==> src/rtl/sad_pkg.sv <==
package sad_pkg;
   typedef enum logic [1:0] {
      MD_KERNEL = 2'd0,
      MD_SUPV   = 2'd1,
      MD_USER   = 2'd2,
      MD_USER_A = 2'd3
   } mode_e;

   typedef enum logic [1:0] {
      AC_LOAD  = 2'd0,
      AC_STORE = 2'd1,
      AC_FETCH = 2'd2,
      AC_RSVD  = 2'd3
   } acc_e;

   typedef enum logic [1:0] {
      TR_HIT     = 2'd0,
      TR_NOMATCH = 2'd1,
      TR_INVALID = 2'd2,
      TR_MOD     = 2'd3
   } tlbres_e;

   typedef enum logic [2:0] {
      SG_USER, SG_KUNC_C, SG_KUNC_U, SG_SUPV, SG_KMAP
   } seg_e;

   localparam logic [4:0] EX_MOD  = 5'd1;
   localparam logic [4:0] EX_TLBL = 5'd2;
   localparam logic [4:0] EX_TLBS = 5'd3;
   localparam logic [4:0] EX_ADEL = 5'd4;
   localparam logic [4:0] EX_ADES = 5'd5;
endpackage

==> src/rtl/sad_seg_classify.sv <==
module sad_seg_classify
   import sad_pkg::*;
#(
   parameter int ADDR_W  = 32,
   parameter bit SUPV_EN = 1'b1
) (
   input  logic [ADDR_W-1:0] vaddr,
   input  logic [1:0]        mode,
   input  logic              err_level,
   output seg_e              seg,
   output logic [ADDR_W-1:0] phys_addr,
   output logic              phys_valid,
   output logic              tlb_req,
   output logic              bad_addr
);
   localparam int OFS_W = ADDR_W - 3;

   logic is_kern;
   logic sup_ok;

   assign is_kern = (mode == MD_KERNEL);

   generate
      if (SUPV_EN) begin : g_supv
         assign sup_ok = is_kern | (mode == MD_SUPV);
      end else begin : g_nosupv
         assign sup_ok = is_kern;
      end
   endgenerate

   always_comb begin
      seg        = SG_USER;
      phys_addr  = '0;
      phys_valid = 1'b0;
      tlb_req    = 1'b0;
      bad_addr   = 1'b0;
      unique casez (vaddr[ADDR_W-1 -: 3])
         3'b0??: begin
            seg = SG_USER;
            if (err_level) begin
               phys_addr  = vaddr;
               phys_valid = 1'b1;
            end else begin
               tlb_req = 1'b1;
            end
         end
         3'b100, 3'b101: begin
            seg = vaddr[ADDR_W-3] ? SG_KUNC_U : SG_KUNC_C;
            if (is_kern) begin
               phys_addr  = {3'b000, vaddr[OFS_W-1:0]};
               phys_valid = 1'b1;
            end else begin
               bad_addr = 1'b1;
            end
         end
         3'b110: begin
            seg      = SG_SUPV;
            tlb_req  = sup_ok;
            bad_addr = !sup_ok;
         end
         default: begin
            seg      = SG_KMAP;
            tlb_req  = is_kern;
            bad_addr = !is_kern;
         end
      endcase
   end
endmodule

==> src/rtl/sad_fault_map.sv <==
module sad_fault_map
   import sad_pkg::*;
(
   input  logic       bad_addr,
   input  logic       tlb_req,
   input  logic [1:0] tlb_res,
   input  logic [1:0] acc_type,
   output logic       exc_valid,
   output logic [4:0] exc_code,
   output logic       refill
);
   logic is_store;
   assign is_store = (acc_type == AC_STORE);

   always_comb begin
      exc_valid = 1'b0;
      exc_code  = '0;
      refill    = 1'b0;
      if (bad_addr) begin
         exc_valid = 1'b1;
         exc_code  = is_store ? EX_ADES : EX_ADEL;
      end else if (tlb_req) begin
         unique case (tlb_res)
            TR_HIT: ;
            TR_NOMATCH: begin
               exc_valid = 1'b1;
               exc_code  = is_store ? EX_TLBS : EX_TLBL;
               refill    = 1'b1;
            end
            TR_INVALID: begin
               exc_valid = 1'b1;
               exc_code  = is_store ? EX_TLBS : EX_TLBL;
            end
            default: begin
               exc_valid = 1'b1;
               exc_code  = EX_MOD;
            end
         endcase
      end
   end
endmodule

==> src/rtl/sad_fault_regs.sv <==
module sad_fault_regs #(
   parameter int ADDR_W     = 32,
   parameter int PAGE_SHIFT = 13,
   parameter int ASID_W     = 8,
   parameter int CTX_LSB    = 4
) (
   input  logic                                   clk,
   input  logic                                   rst_n,
   input  logic                                   capture,
   input  logic [ADDR_W-1:0]                      vaddr,
   input  logic [ASID_W-1:0]                      asid,
   input  logic [ADDR_W-(ADDR_W-PAGE_SHIFT)-CTX_LSB-1:0] ptbase,
   output logic [ADDR_W-1:0]                      badvaddr_q,
   output logic [ADDR_W-1:0]                      context_q,
   output logic [ADDR_W-1:0]                      entryhi_q
);
   localparam int VPN_W = ADDR_W - PAGE_SHIFT;
   localparam int GAP_W = PAGE_SHIFT - ASID_W;

   logic [VPN_W-1:0] vpn;
   assign vpn = vaddr[ADDR_W-1:PAGE_SHIFT];

   always_ff @(posedge clk or negedge rst_n) begin
      if (!rst_n) begin
         badvaddr_q <= '0;
         context_q  <= '0;
         entryhi_q  <= '0;
      end else if (capture) begin
         badvaddr_q <= vaddr;
         context_q  <= {ptbase, vpn, {CTX_LSB{1'b0}}};
         entryhi_q  <= {vpn, {GAP_W{1'b0}}, asid};
      end
   end
endmodule

==> src/rtl/seg_addr_decoder.sv <==
module seg_addr_decoder
   import sad_pkg::*;
#(
   parameter int ADDR_W     = 32,
   parameter int PAGE_SHIFT = 13,
   parameter int ASID_W     = 8,
   parameter int CTX_LSB    = 4,
   parameter bit SUPV_EN    = 1'b1
) (
   input  logic              clk,
   input  logic              rst_n,
   input  logic [31:0]       vaddr,
   input  logic [1:0]        mode,
   input  logic              err_level,
   input  logic [1:0]        acc_type,
   input  logic [1:0]        tlb_res,
   input  logic [7:0]        asid,
   input  logic [8:0]        ptbase,
   input  logic              fault_strobe,
   output logic [31:0]       phys_addr,
   output logic              phys_valid,
   output logic              wr_ok,
   output logic              tlb_req,
   output logic              bad_addr,
   output logic              exc_valid,
   output logic [4:0]        exc_code,
   output logic              refill,
   output logic [31:0]       badvaddr_q,
   output logic [31:0]       context_q,
   output logic [31:0]       entryhi_q
);
   localparam int VPN_W = ADDR_W - PAGE_SHIFT;
   localparam int PTB_W = ADDR_W - VPN_W - CTX_LSB;

   generate
      if (ADDR_W != 32) begin : g_chk_aw
         $error("seg_addr_decoder: ADDR_W must be 32");
      end
      if (PAGE_SHIFT < ASID_W || ASID_W != 8) begin : g_chk_asid
         $error("seg_addr_decoder: ASID must be 8 bits and fit below the page shift");
      end
      if (PTB_W != 9) begin : g_chk_ptb
         $error("seg_addr_decoder: page-table base width must be 9");
      end
   endgenerate

   seg_e seg;

   sad_seg_classify #(.ADDR_W(ADDR_W), .SUPV_EN(SUPV_EN)) u_cls (
      .vaddr      (vaddr),
      .mode       (mode),
      .err_level  (err_level),
      .seg        (seg),
      .phys_addr  (phys_addr),
      .phys_valid (phys_valid),
      .tlb_req    (tlb_req),
      .bad_addr   (bad_addr)
   );

   assign wr_ok = phys_valid;

   sad_fault_map u_map (
      .bad_addr  (bad_addr),
      .tlb_req   (tlb_req),
      .tlb_res   (tlb_res),
      .acc_type  (acc_type),
      .exc_valid (exc_valid),
      .exc_code  (exc_code),
      .refill    (refill)
   );

   sad_fault_regs #(
      .ADDR_W(ADDR_W), .PAGE_SHIFT(PAGE_SHIFT),
      .ASID_W(ASID_W), .CTX_LSB(CTX_LSB)
   ) u_regs (
      .clk        (clk),
      .rst_n      (rst_n),
      .capture    (fault_strobe & exc_valid),
      .vaddr      (vaddr),
      .asid       (asid),
      .ptbase     (ptbase),
      .badvaddr_q (badvaddr_q),
      .context_q  (context_q),
      .entryhi_q  (entryhi_q)
   );
endmodule

==> config.mk <==
export PLATFORM = sky130hd
export DESIGN_NAME = seg_addr_decoder
export DESIGN_NICKNAME = d
export VERILOG_FILES = /design/src/rtl/sad_pkg.sv /design/src/rtl/sad_seg_classify.sv /design/src/rtl/sad_fault_map.sv /design/src/rtl/sad_fault_regs.sv /design/src/rtl/seg_addr_decoder.sv
export SDC_FILE = /design/constraint.sdc
export NUM_CORES = 1
export LEC_CHECK = 0
export BUFFER_PORTS_ARGS = -buffer_cell sky130_fd_sc_hd__buf_2
export CAP_MARGIN = 15
export CORE_AREA = 2 2 109 90
export DETAILED_ROUTE_END_ITERATION = 8
export DIE_AREA = 0 0 111 92
export GPL_ROUTABILITY_DRIVEN = 0
export PLACE_DENSITY = 0.69
export SETUP_SLACK_MARGIN = 0.4
export SYNTH_ARGS = -nofsm -noshare
export SYNTH_HDL_FRONTEND = slang
export SYNTH_SLANG_ARGS = --single-unit
==> constraint.sdc <==
create_clock -name clk -period 1.4 [get_ports clk]
set_input_delay 0.28 -clock clk [delete_from_list [all_inputs] [get_ports clk]]
set_output_delay 0.28 -clock clk [all_outputs]
set_load 0.05 [all_outputs]
==> flow_summary.toml, run 1 <==
[status]
status = "finished with violations"
failed_checks = "negative setup slack"

[critical_path]
r2r_start = "u_regs.badvaddr_q[28]"
cpLargestDelayFamily = "buffers and inverters"
critPathMaxStageDelay_ps = 160
cp-startpoint = "mode[1]"
worst-r2r-setup-slack_ps = 290
slowest_stage = "nor3_4"
crit_chain = "buf_8, buf_6, nor3_4, a21oi_4, buf_12, buf_16, nor2b_4, buf_6"
worst-path-max-fanout = 8
critPathArrivalTime_ps = 1360
crit_required_ps = 1120
crit_top_cell = "buf_6"
end_kind = "output pin"
cp_num_buf_inv = 5
crit_type = "in -> out"
reg2reg_depth = 3
cp-start-kind = "input port"
reg2reg_to = "u_regs.badvaddr_q[28]"

[sta]
hold_ws_ps = 226
setup_ws_ps = -236
post-route-min-period_ps = 1640
setup_viol = 87
skew_ps = 0
rsz0062_at_grt = "true"
min_period_over_period_pct = 117
final_max_slew_viol_count = 0
fmax_mhz = 611
hold_viol_final = 0

[floorplanning]
ios = 198
die_h_um = 92
die_area_um2 = 10200
chipWidth_um = 111
start_util_pct = 28.6
coreArea_um2 = 9250
rows = 32

[logic_synthesis]
syn_area_per_cell_um2 = 12.4
synthTopCellsByArea = "dfrtp_1 46%, mux2_2 17%, buf_4 16%"
synth.distinct_cells = 24
ys_warn_count = 0
synth_top_area_cell = "dfrtp_1"
netlist.area_leader.share_pct = 46.3
syn_area_um2 = 2650
synth-seq-cells = 49
synthCells = 214
synth-seq-area-share_pct = 46.3

[finish]
final_cell_mix = "73 x buf_8, 73 x buf_6, 53 x buf_2"
drive_gt1_share_pct = 88.2
final_design_area_no_fill_um2 = 5950
antenna_cells = 0
finish.utilization_pct = 64.3
nNetsFinal = 493
area_growth_pct = 125
final_cells = 552
n_fill_cell = 627

[drt]
drtIter0Drc = 49
routed-via-count = 2388
wl_per_cell_um = 18.0
first_pass_iters = 4
vias_per_cell = 4.33
drtAntennaViolNets = 0
drc = 0
wl_mm = 9.93

[power]
p_leak_nw = 2.92
peakVddDrop_mv = 1.03
p_per_area_nw_per_um2 = 1450
total_power_mw = 8.64

[clock_tree]
cts_tree = "yes"
insertion_delay_ps = 280
cts_max_path_buffers = 2
root_buffer = "clkbuf_16"
cts_num_sinks = 49
cts_inserted_buffers = 5
clkTransAtPathRegs_ps = 70
ctsHtreeMaxLevel = 2

[grt]
grt_start_max_net_pins = 34
antenna_found_initial = 0
gr-total-overflow = 0
grt_usage_pct = 17.4
grt_pass1_vias = 2635
grt_first_pass_wirelength_mm = 14.1

[placed_design]
dp_hpwl_mm = 5.06
place_area_um2 = 4010
port_buffers = 185
dpl.cell_count = 489

[flow_run]
cap_violations = 0

[worst_hold_path]
min_to = "u_regs.entryhi_q[5]"
hold_path_class = "in -> reg"
hold_depth = 2
min_from = "asid[5]"
-- metal layers --
layer	track usage (%)	up-vias	part of all wire, %
met1	19.5	1168	38
met5	0	-	0
li1	-	1075	-
met4	5.00	0	1.7
met3	4.30	16	5.7
met2	32.9	129	55
-- sequential cells by signal, summed over array words and instances, names as in the netlist --
register           cells
u_regs.badvaddr_q     31
u_regs.context_q      10
u_regs.entryhi_q       8
-- cells by family (layout without fill, tap and decap cells) --
group | after synthesis | count (layout) | synth area share (%)
simple gates | 41 | 41 | 9.78
mux | 49 | 49 | 22.2
other cells | 1 | 12 | 0.142
fa+ha+maj | 2 | 2 | 0.945
compound gates | 8 | 8 | 2.83
flops | 49 | 49 | 46.3
buf+inv | 64 | 272 | 17.8
-- how the worst max path moves through the flow --
stage | endpoint | slack (ps) | cells past startpoint
floorplan | exc_code[0] | -500 | 4
global placement | u_regs.badvaddr_q[17] | -310 | 7
detailed placement | u_regs.badvaddr_q[23] | -340 | 6
CTS | phys_addr[4] | -230 | 8
global route | phys_addr[5] | -270 | 8
finish | phys_addr[5] | -240 | 8
-- area by class of cell --
type	instances	area, um^2	area share, %
multi-input combinational	112	1470	24.8
timing repair buffer	260	2910	48.9
tap	119	149	2.50
clock inverter	3	22.5	0.379
sequential	49	1250	21.0
inverter	4	18.8	0.316
clock buffer	5	125	2.10
-- power by group --
group	switching, mW	total, mW	internal [mW]	leakage, nW
logic	2.92	5.31	2.39	2.30
registers	0.411	2.14	1.73	0.555
clock network	0.527	1.19	0.662	0.0621
total	3.86	8.64	4.78	2.92
-- synth_stat cells (all sizes together) --
cell	number
buf	57
dfrtp	49
mux2	49
nor2b	31
and2	5
inv	4
clkbuf	3
ha	2
o22ai	2
a21oi	1
conb	1
nand2	1
nand2b	1
nor2	1
nor3	1
nor3b	1
o21a	1
o21ai	1
o22a	1
o2bb2ai	1
o32ai	1
-- through the flow --
step	setup TNS [ps]	worst slack, ps
finish	-9350	-236
global route	-12520	-265
CTS	-8180	-231
detailed placement	-25790	-336
global placement	-24020	-314
floorplan	-12070	-496
-- timing repair --
| action | 4_1_cts | 5_1_grt |
|---|---|---|
| hold buffers | 1 | 0 |
| endpoints found under the setup margin | 176 | 182 |
| endpoints found under the hold margin | 16 | 0 |
| resized for setup | 322 | 45 |
| pin swaps | 7 | 4 |
| gates cloned | 7 | 0 |
| setup buffers | 31 | 16 |
No activity file was read; power rests on OpenSTA's default activity.
==> inputs of run 2 (changes only) <==
RECOVER_POWER = 100   (was default)
==> run 2 against run 1 <==
Net effect:
- combinational power shrank 12%
- largest cell class unchanged
- worst hold slack better by 0.57 ps
- critical path depth stayed put
- the flow still finishes with violations (negative setup slack)
==> flow_summary.toml, run 2 (synthesis results as in run 1) <==
[clock_tree]
cts_inserted_buffers = 5
cts_tree = "yes"
clkTransAtPathRegs_ps = 70
cts_max_path_buffers = 2
cts_num_sinks = 49
ctsHtreeMaxLevel = 2
insertion_delay_ps = 280
root_buffer = "clkbuf_16"

[critical_path]
cp-startpoint = "mode[1]"
slowest_stage = "nor3_4"
reg2reg_to = "u_regs.badvaddr_q[28]"
cp-start-kind = "input port"
worst-path-max-fanout = 8
worstSetupEndpoint = "phys_addr[5]"
worst-r2r-setup-slack_ps = 310
critPathArrivalTime_ps = 1360
reg2reg_depth = 3
cp_num_buf_inv = 5
r2r_start = "u_regs.badvaddr_q[28]"
crit_top_cell = "buf_6"
end_kind = "output pin"
crit_chain = "buf_8, buf_6, nor3_4, a21oi_4, buf_12, buf_16, nor2b_4, buf_6"
crit_type = "in -> out"
critPathMaxStageDelay_ps = 160
crit_required_ps = 1120
cpLargestDelayFamily = "buffers and inverters"
cp_num_cells = 8

[sta]
setup_ws_ps = -239
min_period_over_period_pct = 117
skew_ps = 0
fmax_mhz = 610
setup_viol = 87
final_max_slew_viol_count = 0
post-route-min-period_ps = 1640
hold_ws_ps = 227
hold_viol_final = 0
rsz0062_at_grt = "true"

[placed_design]
port_buffers = 185
dp_hpwl_mm = 5.06

[flow_run]
cap_violations = 0

[power]
p_per_area_nw_per_um2 = 1460
total_power_mw = 7.84
p_leak_nw = 2.75
peakVddDrop_mv = 0.750

[finish]
drive_gt1_share_pct = 83.6
final_cell_mix = "68 x buf_2, 49 x mux2_4, 49 x dfrtp_1"
antenna_cells = 0
mostFrequentLayoutCell = "buf_2"
nNetsFinal = 493
area_growth_pct = 102
largest_register_ffs = 31
largest_register = "u_regs.badvaddr_q"
reg.largest.list = "u_regs.badvaddr_q x31, u_regs.context_q x10, u_regs.entryhi_q x8"

[drt]
wl_per_cell_um = 18.1
drtAntennaViolNets = 0
vias_per_cell = 4.35
routed-via-count = 2403
drtIter0Drc = 59
first_pass_iters = 4
wl_mm = 10.0
drc = 0

[grt]
antenna_found_initial = 0
grt_pass1_vias = 2635
grt_first_pass_wirelength_mm = 14.1
grt_usage_pct = 17.4
gr-total-overflow = 0
grt_start_max_net_pins = 34

[floorplanning]
die_area_um2 = 10200
rows = 32
ios = 198
die_h_um = 92
coreArea_um2 = 9250
chipWidth_um = 111
start_util_pct = 28.6

[status]
failed_checks = "negative setup slack"
status = "finished with violations"

[worst_hold_path]
hold_path_class = "in -> reg"
min_from = "asid[5]"
[run 2: per-stage QoR]
step / setup slack (ps) / util, % / instance area (um^2) / TNS, ps / instances
final: -239 / 57.9 / 5360 / -9440 / 552
after global routing: -265 / 57.9 / 5360 / -12490 / 552
after CTS: -231 / 61.2 / 5660 / -8180 / 536
after detailed placement: -336 / 43.3 / 4010 / -25790 / 489
after global placement: -314 / 43.3 / 4010 / -24020 / 489
after floorplan: -496 / - / 3520 / -12070 / 225
[run 2: layout make-up]
class                           instances  area (um^2)
Sequential cell                        49         1230
Clock buffer                            5          125
Tap cell                              119          149
Clock inverter                          3         22.5
Multi-Input combinational cell        112         1470
Timing Repair Buffer                  260         2340
Fill cell                             736         3890
Inverter                                4         18.8
[run 2: how the worst min path moves through the flow]
stage                     cells past startpoint                     to
after CTS                                     2   u_regs.context_q[28]
after global routing                          2   u_regs.context_q[28]
after global placement                        2  u_regs.badvaddr_q[23]
after detailed placement                      2  u_regs.badvaddr_q[28]
final                                         2    u_regs.entryhi_q[5]
after floorplan                               0   u_regs.badvaddr_q[0]
[run 2: routing by layer]
metal	vias to the layer above	wire, um	share of wire (%)	global-route usage, %
met3	14	529	5.3	4.30
li1	1075	-	-	-
met2	137	5480	55	32.9
met1	1177	3840	38	19.5
met4	0	157	1.6	5.00
met5	-	0	0	0
[run 2: report_power, final]
part / leakage [nW] / switching, mW / internal, mW
logic: 2.12 / 2.93 / 1.74
registers: 0.574 / 0.285 / 1.70
clock network: 0.0621 / 0.525 / 0.662
total: 2.75 / 3.74 / 4.11
[run 2: what timing repair did]
item                                   CTS  global route
endpoints found under the hold margin   16             0
setup endpoints to repair              176           182
gates cloned                             7             0
buffers inserted                        31            16
pin swaps                                7             4
hold buffers                             1             0
resized for setup                      322            45
